===== src/rtl/wdt_pkg.sv =====
package wdt_pkg;
  localparam logic [7:0] OFS_REV  = 8'h00;
  localparam logic [7:0] OFS_CTRL = 8'h24;
  localparam logic [7:0] OFS_CNT  = 8'h28;
  localparam logic [7:0] OFS_LOAD = 8'h2C;
  localparam logic [7:0] OFS_TRIG = 8'h30;
  localparam logic [7:0] OFS_PEND = 8'h34;
  localparam logic [7:0] OFS_KEY  = 8'h48;

  localparam logic [15:0] KEY_ARM_FIRST  = 16'hBBBB;
  localparam logic [15:0] KEY_ARM_SECOND = 16'h4444;
  localparam logic [15:0] KEY_OFF_FIRST  = 16'hAAAA;
  localparam logic [15:0] KEY_OFF_SECOND = 16'h5555;

  localparam int CTRL_PRE_EN_BIT = 5;
  localparam int CTRL_RATIO_LSB  = 2;
  localparam int RATIO_W         = 3;

  typedef enum logic [1:0] {
    KS_IDLE     = 2'd0,
    KS_ARM_HALF = 2'd1,
    KS_OFF_HALF = 2'd2
  } key_state_e;
endpackage


===== src/rtl/wdt_regs.sv =====
module wdt_regs
  import wdt_pkg::*;
#(
  parameter int          DATA_W   = 32,
  parameter logic [7:0]  REV_CODE = 8'h31,
  parameter logic [31:0] RST_LOAD = 32'hFFFB0000
) (
  input  logic               clk,
  input  logic               rst_n,
  input  logic               bus_we,
  input  logic [7:0]         bus_addr,
  input  logic [DATA_W-1:0]  bus_wdata,
  input  logic [DATA_W-1:0]  cnt_val,
  output logic               pre_en,
  output logic [RATIO_W-1:0] ratio,
  output logic [DATA_W-1:0]  load_val,
  output logic               reload,
  output logic               cnt_wr,
  output logic               ctrl_wr,
  output logic               key_wr,
  output logic [DATA_W-1:0]  bus_rdata
);
  localparam int CTRL_W = RATIO_W + 1;

  logic [CTRL_W-1:0] ctrl_q, ctrl_d;
  logic [DATA_W-1:0] load_q, load_d;
  logic [DATA_W-1:0] trig_q, trig_d;
  logic [DATA_W-1:0] key_q, key_d;
  logic              load_wr, trig_wr;

  assign ctrl_wr = bus_we && (bus_addr == OFS_CTRL);
  assign cnt_wr  = bus_we && (bus_addr == OFS_CNT);
  assign load_wr = bus_we && (bus_addr == OFS_LOAD);
  assign trig_wr = bus_we && (bus_addr == OFS_TRIG);
  assign key_wr  = bus_we && (bus_addr == OFS_KEY);

  // Refresh only on a changed trigger word
  assign reload  = trig_wr && (bus_wdata != trig_q);

  always_comb begin
    ctrl_d = ctrl_q;
    load_d = load_q;
    trig_d = trig_q;
    key_d  = key_q;
    if (ctrl_wr) ctrl_d = {bus_wdata[CTRL_PRE_EN_BIT],
                           bus_wdata[CTRL_RATIO_LSB +: RATIO_W]};
    if (load_wr) load_d = bus_wdata;
    if (trig_wr) trig_d = bus_wdata;
    if (key_wr)  key_d  = bus_wdata;
  end

  always_ff @(posedge clk or negedge rst_n) begin
    if (!rst_n) begin
      ctrl_q <= '0;
      load_q <= RST_LOAD[DATA_W-1:0];
      trig_q <= '0;
      key_q  <= '0;
    end else begin
      ctrl_q <= ctrl_d;
      load_q <= load_d;
      trig_q <= trig_d;
      key_q  <= key_d;
    end
  end

  assign pre_en   = ctrl_q[CTRL_W-1];
  assign ratio    = ctrl_q[RATIO_W-1:0];
  assign load_val = load_q;

  always_comb begin
    bus_rdata = '0;
    unique case (bus_addr)
      OFS_REV:  bus_rdata[7:0] = REV_CODE;
      OFS_CTRL: begin
        bus_rdata[CTRL_PRE_EN_BIT]              = ctrl_q[CTRL_W-1];
        bus_rdata[CTRL_RATIO_LSB +: RATIO_W]    = ctrl_q[RATIO_W-1:0];
      end
      OFS_CNT:  bus_rdata = cnt_val;
      OFS_LOAD: bus_rdata = load_q;
      OFS_TRIG: bus_rdata = trig_q;
      OFS_PEND: bus_rdata = '0;
      OFS_KEY:  bus_rdata = key_q;
      default:  bus_rdata = '0;
    endcase
  end

  // an equal trigger write never refreshes
  p_same_trig_r4: assert property (@(posedge clk) disable iff (!rst_n)
    (trig_wr && $past(trig_wr) && bus_wdata == $past(bus_wdata)) |-> !reload);
endmodule


===== src/rtl/wdt_key_seq.sv =====
module wdt_key_seq
  import wdt_pkg::*;
#(
  parameter int DATA_W = 32
) (
  input  logic              clk,
  input  logic              rst_n,
  input  logic              bus_we,
  input  logic              key_wr,
  input  logic [DATA_W-1:0] bus_wdata,
  output logic              armed
);
  localparam logic [DATA_W-1:0] W_ARM_A = DATA_W'(KEY_ARM_FIRST);
  localparam logic [DATA_W-1:0] W_ARM_B = DATA_W'(KEY_ARM_SECOND);
  localparam logic [DATA_W-1:0] W_OFF_A = DATA_W'(KEY_OFF_FIRST);
  localparam logic [DATA_W-1:0] W_OFF_B = DATA_W'(KEY_OFF_SECOND);

  key_state_e state_q, state_d;
  logic       armed_q, armed_d;

  always_comb begin
    state_d = state_q;
    armed_d = armed_q;
    if (key_wr) begin
      unique case (state_q)
        KS_IDLE: begin
          if (bus_wdata == W_ARM_A)      state_d = KS_ARM_HALF;
          else if (bus_wdata == W_OFF_A) state_d = KS_OFF_HALF;
          else                           state_d = KS_IDLE;
        end
        KS_ARM_HALF: begin
          if (bus_wdata == W_ARM_B) armed_d = 1'b1;
          state_d = KS_IDLE;
        end
        KS_OFF_HALF: begin
          if (bus_wdata == W_OFF_B) armed_d = 1'b0;
          state_d = KS_IDLE;
        end
        default: state_d = KS_IDLE;
      endcase
    end else if (bus_we) begin
      state_d = KS_IDLE;
    end
  end

  always_ff @(posedge clk or negedge rst_n) begin
    if (!rst_n) begin
      state_q <= KS_IDLE;
      armed_q <= 1'b1;
    end else begin
      state_q <= state_d;
      armed_q <= armed_d;
    end
  end

  assign armed = armed_q;

  // arming follows the closing arm word
  p_arm_by_key_r1: assert property (@(posedge clk) disable iff (!rst_n)
    $rose(armed_q) |-> $past(key_wr && bus_wdata == W_ARM_B));
  // disarming follows the closing disarm word
  p_off_by_key_r2: assert property (@(posedge clk) disable iff (!rst_n)
    $fell(armed_q) |-> $past(key_wr && bus_wdata == W_OFF_B));
  // a foreign write leaves no half sequence behind
  p_foreign_clears_r3: assert property (@(posedge clk) disable iff (!rst_n)
    (bus_we && !key_wr) |=> (state_q == KS_IDLE));
endmodule


===== src/rtl/wdt_prescaler.sv =====
module wdt_prescaler #(
  parameter int RATIO_W = 3
) (
  input  logic               clk,
  input  logic               rst_n,
  input  logic               tick_in,
  input  logic               pre_en,
  input  logic [RATIO_W-1:0] ratio,
  input  logic               restart,
  output logic               tick_out
);
  localparam int DIV_W = (1 << RATIO_W) - 1;

  logic [DIV_W-1:0] div_q, div_d;
  logic [DIV_W-1:0] span_last;
  logic             at_last;

  assign span_last = (DIV_W'(1) << ratio) - DIV_W'(1);
  assign at_last   = (div_q == span_last);
  assign tick_out  = tick_in && (!pre_en || at_last);

  always_comb begin
    div_d = div_q;
    if (restart)               div_d = '0;
    else if (pre_en && tick_in) div_d = at_last ? '0 : div_q + DIV_W'(1);
  end

  always_ff @(posedge clk or negedge rst_n) begin
    if (!rst_n) div_q <= '0;
    else        div_q <= div_d;
  end

  // with a ratio of one or more, divided ticks never come back to back
  p_tick_gap_r7: assert property (@(posedge clk) disable iff (!rst_n)
    (pre_en && ratio != '0 && tick_out && !restart) |=> !tick_out);
  // the divided tick only ever accompanies an input tick
  p_tick_source_r7: assert property (@(posedge clk) disable iff (!rst_n)
    tick_out |-> tick_in);
endmodule


===== src/rtl/wdt_counter.sv =====
module wdt_counter #(
  parameter int          CNT_W    = 32,
  parameter logic [31:0] RST_LOAD = 32'hFFFB0000
) (
  input  logic             clk,
  input  logic             rst_n,
  input  logic             armed,
  input  logic             step,
  input  logic             reload,
  input  logic [CNT_W-1:0] load_val,
  input  logic             cnt_wr,
  input  logic [CNT_W-1:0] wr_val,
  output logic [CNT_W-1:0] cnt,
  output logic             rst_req
);
  localparam logic [CNT_W-1:0] CNT_TOP = '1;

  logic [CNT_W-1:0] cnt_q, cnt_d;
  logic             req_q, req_d;
  logic             advance;

  assign advance = armed && step;

  always_comb begin
    cnt_d = cnt_q;
    req_d = 1'b0;
    if (reload) begin
      cnt_d = load_val;
    end else if (cnt_wr) begin
      cnt_d = wr_val;
    end else if (advance) begin
      if (cnt_q == CNT_TOP) begin
        cnt_d = load_val;
        req_d = 1'b1;
      end else begin
        cnt_d = cnt_q + CNT_W'(1);
      end
    end
  end

  always_ff @(posedge clk or negedge rst_n) begin
    if (!rst_n) begin
      cnt_q <= RST_LOAD[CNT_W-1:0];
      req_q <= 1'b0;
    end else begin
      cnt_q <= cnt_d;
      req_q <= req_d;
    end
  end

  assign cnt     = cnt_q;
  assign rst_req = req_q;

  // a refresh lands the start value
  p_reload_lands_r4: assert property (@(posedge clk) disable iff (!rst_n)
    reload |=> (cnt_q == $past(load_val)));
  // a request only follows an armed rollover
  p_req_on_wrap_r6: assert property (@(posedge clk) disable iff (!rst_n)
    req_q |-> ($past(cnt_q) == CNT_TOP && $past(armed) && $past(step)));
  // disarmed and untouched means frozen
  p_hold_off_r2: assert property (@(posedge clk) disable iff (!rst_n)
    (!armed && !reload && !cnt_wr) |=> $stable(cnt_q));
  // an armed plain step below the top adds one
  p_step_inc_r5: assert property (@(posedge clk) disable iff (!rst_n)
    (armed && step && !reload && !cnt_wr && cnt_q != CNT_TOP)
      |=> (cnt_q == $past(cnt_q) + CNT_W'(1)));
endmodule


===== src/rtl/wdt_keyed_timer.sv =====
module wdt_keyed_timer
  import wdt_pkg::*;
#(
  parameter int          DATA_W   = 32,
  parameter logic [7:0]  REV_CODE = 8'h31,
  parameter logic [31:0] RST_LOAD = 32'hFFFB0000
) (
  input  logic              clk,
  input  logic              rst_n,
  input  logic              tick_32k,
  input  logic              bus_we,
  input  logic [7:0]        bus_addr,
  input  logic [DATA_W-1:0] bus_wdata,
  output logic [DATA_W-1:0] bus_rdata,
  output logic              reset_req
);
  localparam int SYNC_STAGES = 2;

  logic [SYNC_STAGES-1:0] rst_sync_q;
  logic                   rst_n_int;

  always_ff @(posedge clk or negedge rst_n) begin
    if (!rst_n) rst_sync_q <= '0;
    else        rst_sync_q <= {rst_sync_q[SYNC_STAGES-2:0], 1'b1};
  end
  assign rst_n_int = rst_sync_q[SYNC_STAGES-1];

  logic               pre_en, reload, cnt_wr, ctrl_wr, key_wr, armed, step;
  logic [RATIO_W-1:0] ratio;
  logic [DATA_W-1:0]  load_val, cnt_val;

  wdt_regs #(
    .DATA_W   (DATA_W),
    .REV_CODE (REV_CODE),
    .RST_LOAD (RST_LOAD)
  ) u_regs (
    .clk       (clk),
    .rst_n     (rst_n_int),
    .bus_we    (bus_we),
    .bus_addr  (bus_addr),
    .bus_wdata (bus_wdata),
    .cnt_val   (cnt_val),
    .pre_en    (pre_en),
    .ratio     (ratio),
    .load_val  (load_val),
    .reload    (reload),
    .cnt_wr    (cnt_wr),
    .ctrl_wr   (ctrl_wr),
    .key_wr    (key_wr),
    .bus_rdata (bus_rdata)
  );

  wdt_key_seq #(.DATA_W(DATA_W)) u_keys (
    .clk       (clk),
    .rst_n     (rst_n_int),
    .bus_we    (bus_we),
    .key_wr    (key_wr),
    .bus_wdata (bus_wdata),
    .armed     (armed)
  );

  wdt_prescaler #(.RATIO_W(RATIO_W)) u_presc (
    .clk      (clk),
    .rst_n    (rst_n_int),
    .tick_in  (tick_32k),
    .pre_en   (pre_en),
    .ratio    (ratio),
    .restart  (ctrl_wr),
    .tick_out (step)
  );

  wdt_counter #(
    .CNT_W    (DATA_W),
    .RST_LOAD (RST_LOAD)
  ) u_cnt (
    .clk      (clk),
    .rst_n    (rst_n_int),
    .armed    (armed),
    .step     (step),
    .reload   (reload),
    .load_val (load_val),
    .cnt_wr   (cnt_wr),
    .wr_val   (bus_wdata),
    .cnt      (cnt_val),
    .rst_req  (reset_req)
  );
endmodule


===== config.mk =====
export PLATFORM = sky130hd
export DESIGN_NAME = wdt_keyed_timer
export DESIGN_NICKNAME = d
export VERILOG_FILES = /design/src/rtl/wdt_pkg.sv /design/src/rtl/wdt_regs.sv /design/src/rtl/wdt_key_seq.sv /design/src/rtl/wdt_prescaler.sv /design/src/rtl/wdt_counter.sv /design/src/rtl/wdt_keyed_timer.sv
export SDC_FILE = /design/constraint.sdc
export NUM_CORES = 1
export LEC_CHECK = 0
export BUFFER_PORTS_ARGS = -buffer_cell sky130_fd_sc_hd__buf_2
export CAP_MARGIN = 30
export CORE_UTILIZATION = 40
export CTS_BUF_LIST = sky130_fd_sc_hd__clkbuf_16
export DETAILED_ROUTE_END_ITERATION = 16
export MAX_ROUTING_LAYER = met4
export REMOVE_ABC_BUFFERS = 1
export SYNTH_ARGS = -nofsm -noshare
export SYNTH_HDL_FRONTEND = slang
export SYNTH_SLANG_ARGS = --single-unit

===== constraint.sdc =====
create_clock -name clk -period 5.4 [get_ports clk]
set_input_delay 0.81 -clock clk [delete_from_list [all_inputs] [get_ports clk]]
set_output_delay 0.81 -clock clk [all_outputs]
set_load 0.05 [all_outputs]

==> results of run 1 <==
[per-stage QoR]
step / cell area [um2] / setup WS (ns) / total power, W / std cells
final: 9590 / 1.79 / 0.00299 / 1152
after global routing: 9590 / 1.68 / 0.00311 / 1152
after CTS: 9540 / 1.41 / 0.00300 / 1150
after detailed placement: 8960 / 1.42 / 0.00181 / 1118
after global placement: 8960 / 1.49 / 0.00181 / 1118
after floorplan: 8100 / 1.09 / 0.00164 / 758
[synth_stat cells (all sizes together), types with 5 or more instances]
| cell | n |
|---|---|
| xor2 | 9 |
| nor2 | 43 |
| nand2 | 115 |
| nor4b | 5 |
| o22ai | 7 |
| nand4 | 22 |
| nand3 | 17 |
| o21ai | 22 |
| mux2 | 105 |
| ha | 5 |
| inv | 8 |
| a222oi | 32 |
| a21oi | 22 |
| a31oi | 14 |
| dfrtp | 114 |
| and3 | 14 |
| and2 | 6 |
| a221oi | 5 |
| or4 | 5 |
| nor4 | 13 |
| dfstp | 31 |
| xnor2 | 46 |
| clkbuf | 35 |
| and4 | 13 |
| buf | 19 |
| nor3 | 14 |
| a211oi | 8 |
[power groups by stage]
stage	clock network [W]	registers, W	logic, W
after detailed placement	0	0.00140	0.000408
after global placement	0	0.00140	0.000404
after CTS	0.00120	0.00138	0.000415
after global routing	0.00124	0.00140	0.000473
final	0.00118	0.00138	0.000429
after floorplan	0	0.00135	0.000292
[registers in the layout, indices dropped and copies added, names as in the netlist]
name,cells
u_regs.load_val,32
u_keys.state_q,2
u_presc.div_q,7
u_regs.ctrl_q,4
u_regs.trig_q,32
rst_sync_q,2
u_keys.armed,1
u_cnt.cnt,32
u_cnt.rst_req,1
u_regs.key_q,32
[logic make-up (layout without fill, tap and decap cells)]
kind of cell | count (synthesis) | after routing
AO/OA/AOI/OAI | 153 | 153
XOR/XNOR | 55 | 55
flip-flops | 145 | 145
multiplexers | 107 | 107
other | 1 | 1
AND/OR/NAND/NOR | 284 | 284
buffers and inverters | 62 | 132
adder cells (fa/ha/maj) | 5 | 5
[per-layer routing]
| metal | routed length (um) | vias to the layer above |
|---|---|---|
| met1 | 11400 | 3498 |
| met5 | 0 | - |
| met2 | 11400 | 264 |
| li1 | - | 3181 |
| met4 | 556 | 0 |
| met3 | 1630 | 28 |
[worst paths after layout]
kind | endpoint | startpoint | depth (start not counted) | slack (ns)
setup / recovery | bus_rdata[1] | bus_addr[2] | 7 | 1.79
hold / removal | rst_sync_q[1]$_DFF_PN0_ | rst_n | 1 | 0.16
setup reg to reg | u_cnt.cnt[8]$_DFFE_PN0P_ | u_cnt.cnt[24]$_DFFE_PN1P_ | 6 | 2.22
hold reg to reg | rst_sync_q[1]$_DFF_PN0_ | rst_sync_q[0]$_DFF_PN0_ | 0 | 0.35
max in group asynchronous | u_regs.load_val[19]$_DFFE_PN1P_ | rst_sync_q[1]$_DFF_PN0_ | 1 | 4.66
min in group clk | rst_sync_q[1]$_DFF_PN0_ | rst_sync_q[0]$_DFF_PN0_ | 0 | 0.35
[layout make-up]
| cell class | instances | area, um2 | share of cell area [%] |
|---|---|---|---|
| repair buffers | 92 | 566 | 5.90 |
| well taps | 270 | 338 | 3.52 |
| flip-flops and latches | 145 | 3670 | 38.3 |
| inverters | 8 | 30.0 | 0.313 |
| clock buffers | 17 | 425 | 4.44 |
| multi-input cells | 605 | 4410 | 46.0 |
| clock inverters | 15 | 153 | 1.59 |
==> run metrics, run 1 <==
status=finished clean; crit end category=output pin; GR Util met1=33.7%; port bufs=76; clock sinks=145; Max FO, Critical Path=33; H-Tree Depth=4; leading area contributor after synthesis=dfrtp_1; M3 GR Usage=4.63%; io pins=77; Setup-failing EPs final=0; Top FF cell, synth=dfrtp_1; first-pass GRT wire length=39400 um; drt first pass iters=5; Post-Synth Adder-Cell Area=0.750%; Synth warnings=0; Final ANT Viol Nets=0; number of diodes=0; library cells used by synthesis=77; post-synthesis mux area share=14.4%; CTS Root Cell=clkbuf_16; Worst setup SP type=input port; Avg WL per Cell=21.7 um; Reg power frac=46.2%; num rows=52; synthesized cell area=0.00834 mm2; most used cell, CP=buf_2; GP Congestion=0.850; largest net degree at the start of global routing=73; Layout area overhead=15.0%; Post-layout nets=918; worst-path cell chain=buf_2 > or4_4 > nor4_4 > buf_4 > a222oi_1 > nand2_1 > buf_2; via count=6971; most common cell after layout, fill and taps aside=nand2_1; maximum clock path buffer count=2; share of cells above drive strength 1=30.7%; DRC viols=0; relative slew slack=45.4%; Layout Utilization=47.1%; Die W=146 um; fin crit period=3.61 ns; GR peak layer=met2; Tcrit/Tclk final=66.9%; largest family of logic cells by synthesized area=simple AND/OR/NAND/NOR gates; vias in the first global route=6678; Post-Synth XOR/XNOR Area=5.78%; PD cells=312 mW/mm2; WHS=0.158 ns; Total Wirelength=25000 um; CP max stage delay=0.58 ns; Yosys top cell area share=34.2%; Switching Fraction=28.5%; Power Internal=0.00214 W; met2 GRT Util=37.3%; Initial DRC Count=689; most frequent cells in the layout=nand2_1 (114), dfrtp_1 (113), mux2_2 (103), buf_2 (76), xnor2_1 (46); setup TNS=0 ns; Final Skew=0.00967 ns; Post-CTS Hold Fix Bufs=0; WS Path Type=in -> out; grt ovf=0; Crit path arrival time=2.80 ns; max_cap viols=0; Layout fillers=1902; Reg clk slew, reported paths=0.06 ns; Slew Viols, Final=0; die area=0.0214 mm2; VDD IR max=0.240 mV; f_max=277 MHz; Psw=0.000851 W; Seq/Total Area, Yosys=44.0%; Starting Density=40.9%; Cells after Synth=812; post-CTS sizing=0; Worst Hold Class=in -> async; Post-CTS Setup Bufs=0; number of enable flip-flop cells after synthesis=0; final hold vios=0; Area contributors post-synth=dfrtp_1 (34%), mux2_2 (14%), dfstp_2 (9.8%); CP required=4.59 ns; Clk pwr share=39.5%; number of synthesized register bits=145; RSZ-0062 raised after global routing=no; top cell family by delay on the critical path=simple AND/OR/NAND/NOR gates; Post-Synth Simple-Gate Area=17.7%; slowest cell on the critical path=or4_4; Leak=4.29 nW; Core ar.=0.0204 mm2; Bufs and invs on worst path=3; power share of the combinational group=14.3%; async set-or-reset flop fraction in the synthesized netlist=100%; clk_lat worst skew=0.43 ns; Avg Cell Area, Syn=10.3 um2; Tot GR Track Use=24.8%; worst slew pin tran=0.812 ns; Die H=146 um; Compound-Gate Fraction of Synth Area=14.1%; vias per inst=6.05; TritonCTS clock tree=done; DPL Wire Length=16800 um; initial antenna violation count=0; Num CTS Buffers=17
Power figures use the tool's default switching activity.
==> inputs of run 2 (changes only) <==
clock period = 3 ns   (was 5.4 ns; I/O delays follow)
==> run 2 against run 1 <==
Die area unchanged. Largest power group unchanged. Clock-buffer cell count did not move. Via count is 0.66% higher. Global-route usage rose by 0.88 points. Hold slack got worse by 0.016 ns.
==> run metrics, run 2 (synthesized netlist as in run 1, its figures left out) <==
Register Area=0.00367 mm2; Leak=4.46 nW; f_max=362 MHz; Bufs and invs on worst path=3; top cell family by delay on the critical path=simple AND/OR/NAND/NOR gates; Reg clk slew, reported paths=0.06 ns; RSZ-0062 raised after global routing=no; GP Congestion=0.938; setup TNS=0 ns; vias per inst=5.94; CP max stage delay=0.51 ns; WHS=0.142 ns; Post-CTS Setup Bufs=0; Final Skew=0.0200 ns; GR Util met1=35.9%; largest net degree at the start of global routing=137; power share of the combinational group=14.7%; io pins=77; Layout area overhead=18.1%; Power Internal=0.00413 W; Psw=0.00156 W; die area=0.0214 mm2; relative slew slack=44.4%; Die W=146 um; max_cap viols=0; Starting Density=40.9%; H-Tree Depth=4; most frequent cells in the layout=nand2_1 (114), dfrtp_1 (113), mux2_2 (103), buf_2 (76), xnor2_1 (46); DRC viols=0; DP Worst Slack=0.270 ns; TritonCTS clock tree=done; vias in the first global route=6915; Crit path arrival time=2.31 ns; Slew Viols, Final=0; worst-path cell chain=buf_2 > nor4bb_1 > and3_1 > buf_4 > a222oi_1 > nand2_1 > buf_2; Tot GR Track Use=25.7%; met2 GRT Util=37.0%; num rows=52; Reg power frac=43.4%; crit end category=output pin; PD cells=578 mW/mm2; Total Wirelength=25600 um; most used cell, CP=buf_2; post-route setup slack=0.238 ns; most common cell after layout, fill and taps aside=nand2_1; via count=7017; Avg WL per Cell=21.7 um; fin crit period=2.76 ns; Worst Hold Class=reg -> async; Tcrit/Tclk final=92.1%; Switching Fraction=27.4%; Num CTS Buffers=17; WS Path Type=in -> out; Layout fillers=1882; status=finished clean; M3 GR Usage=4.38%; Layout Utilization=48.3%; share of cells above drive strength 1=32.8%; number of diodes=0; Die H=146 um; CTS Root Cell=clkbuf_16; VDD IR max=0.419 mV; Worst setup SP type=input port; initial antenna violation count=0; Setup-failing EPs final=0; Max FO, Critical Path=12; clk_lat worst skew=0.45 ns; port bufs=76; final hold vios=0; DPL Wire Length=18300 um; CP required=2.55 ns; Initial DRC Count=692; worst slew pin tran=0.834 ns; Post-layout nets=947; drt first pass iters=6; footprint of the multi-input gates=0.00441 mm2; Clk pwr share=42.0%; maximum clock path buffer count=2; GR peak layer=met2; first-pass GRT wire length=40900 um; grt ovf=0; Final ANT Viol Nets=0; clock sinks=145; Core ar.=0.0204 mm2; slowest cell on the critical path=and3_1
==> run 2: routing by layer <==
metal / wire length [um] / up-vias
met1: 11600 / 3468
li1: - / 3231
met5: 0 / -
met2: 11600 / 271
met3: 1640 / 47
met4: 700 / 0
==> run 2: power by group through the flow <==
stage / logic, W / clock network [W] / registers [W]
4_1_cts: 0.000831 / 0.00241 / 0.00246
3_5_place_dp: 0.000820 / 0 / 0.00249
2_1_floorplan: 0.000526 / 0 / 0.00243
6_report: 0.000836 / 0.00239 / 0.00247
3_3_place_gp: 0.000815 / 0 / 0.00248
5_1_grt: 0.000914 / 0.00250 / 0.00250
==> run 2: layout make-up <==
type	count	share of cell area, %
clock buffer	17	4.32
multi-input combinational	605	44.8
timing repair buffer	121	7.58
tap	270	3.43
clock inverter	15	2.29
sequential	145	37.3
inverter	8	0.305
==> run 2: final timing paths <==
check | from | endpoint | slack (ns) | depth (start not counted)
hold / removal | rst_sync_q[1]$_DFF_PN0_ | u_regs.trig_q[12]$_DFFE_PN0P_ | 0.14 | 0
min in group clk | bus_wdata[24] | u_regs.load_val[24]$_DFFE_PN1P_ | 0.34 | 2
setup / recovery | bus_addr[3] | bus_rdata[25] | 0.24 | 7
hold reg to reg | rst_sync_q[1]$_DFF_PN0_ | u_regs.trig_q[12]$_DFFE_PN0P_ | 0.14 | 0
setup reg to reg | u_cnt.cnt[2]$_DFFE_PN0P_ | u_cnt.cnt[8]$_DFFE_PN0P_ | 0.36 | 6
max in group asynchronous | rst_sync_q[1]$_DFF_PN0_ | u_cnt.cnt[2]$_DFFE_PN0P_ | 1.81 | 1
==> run 2: stage by stage <==
step	cells	instance area, um2	power [W]
after floorplan	758	8100	0.00296
after global placement	1148	9180	0.00330
after detailed placement	1148	9180	0.00331
after CTS	1181	9840	0.00570
after global routing	1181	9840	0.00591
final	1181	9840	0.00569
==> run 2: repair_timing <==
action / 4_1_cts / 5_1_grt
hold endpoints to repair: 2 / 0
hold buffers: 1 / 0
resized for setup: 0 / 0
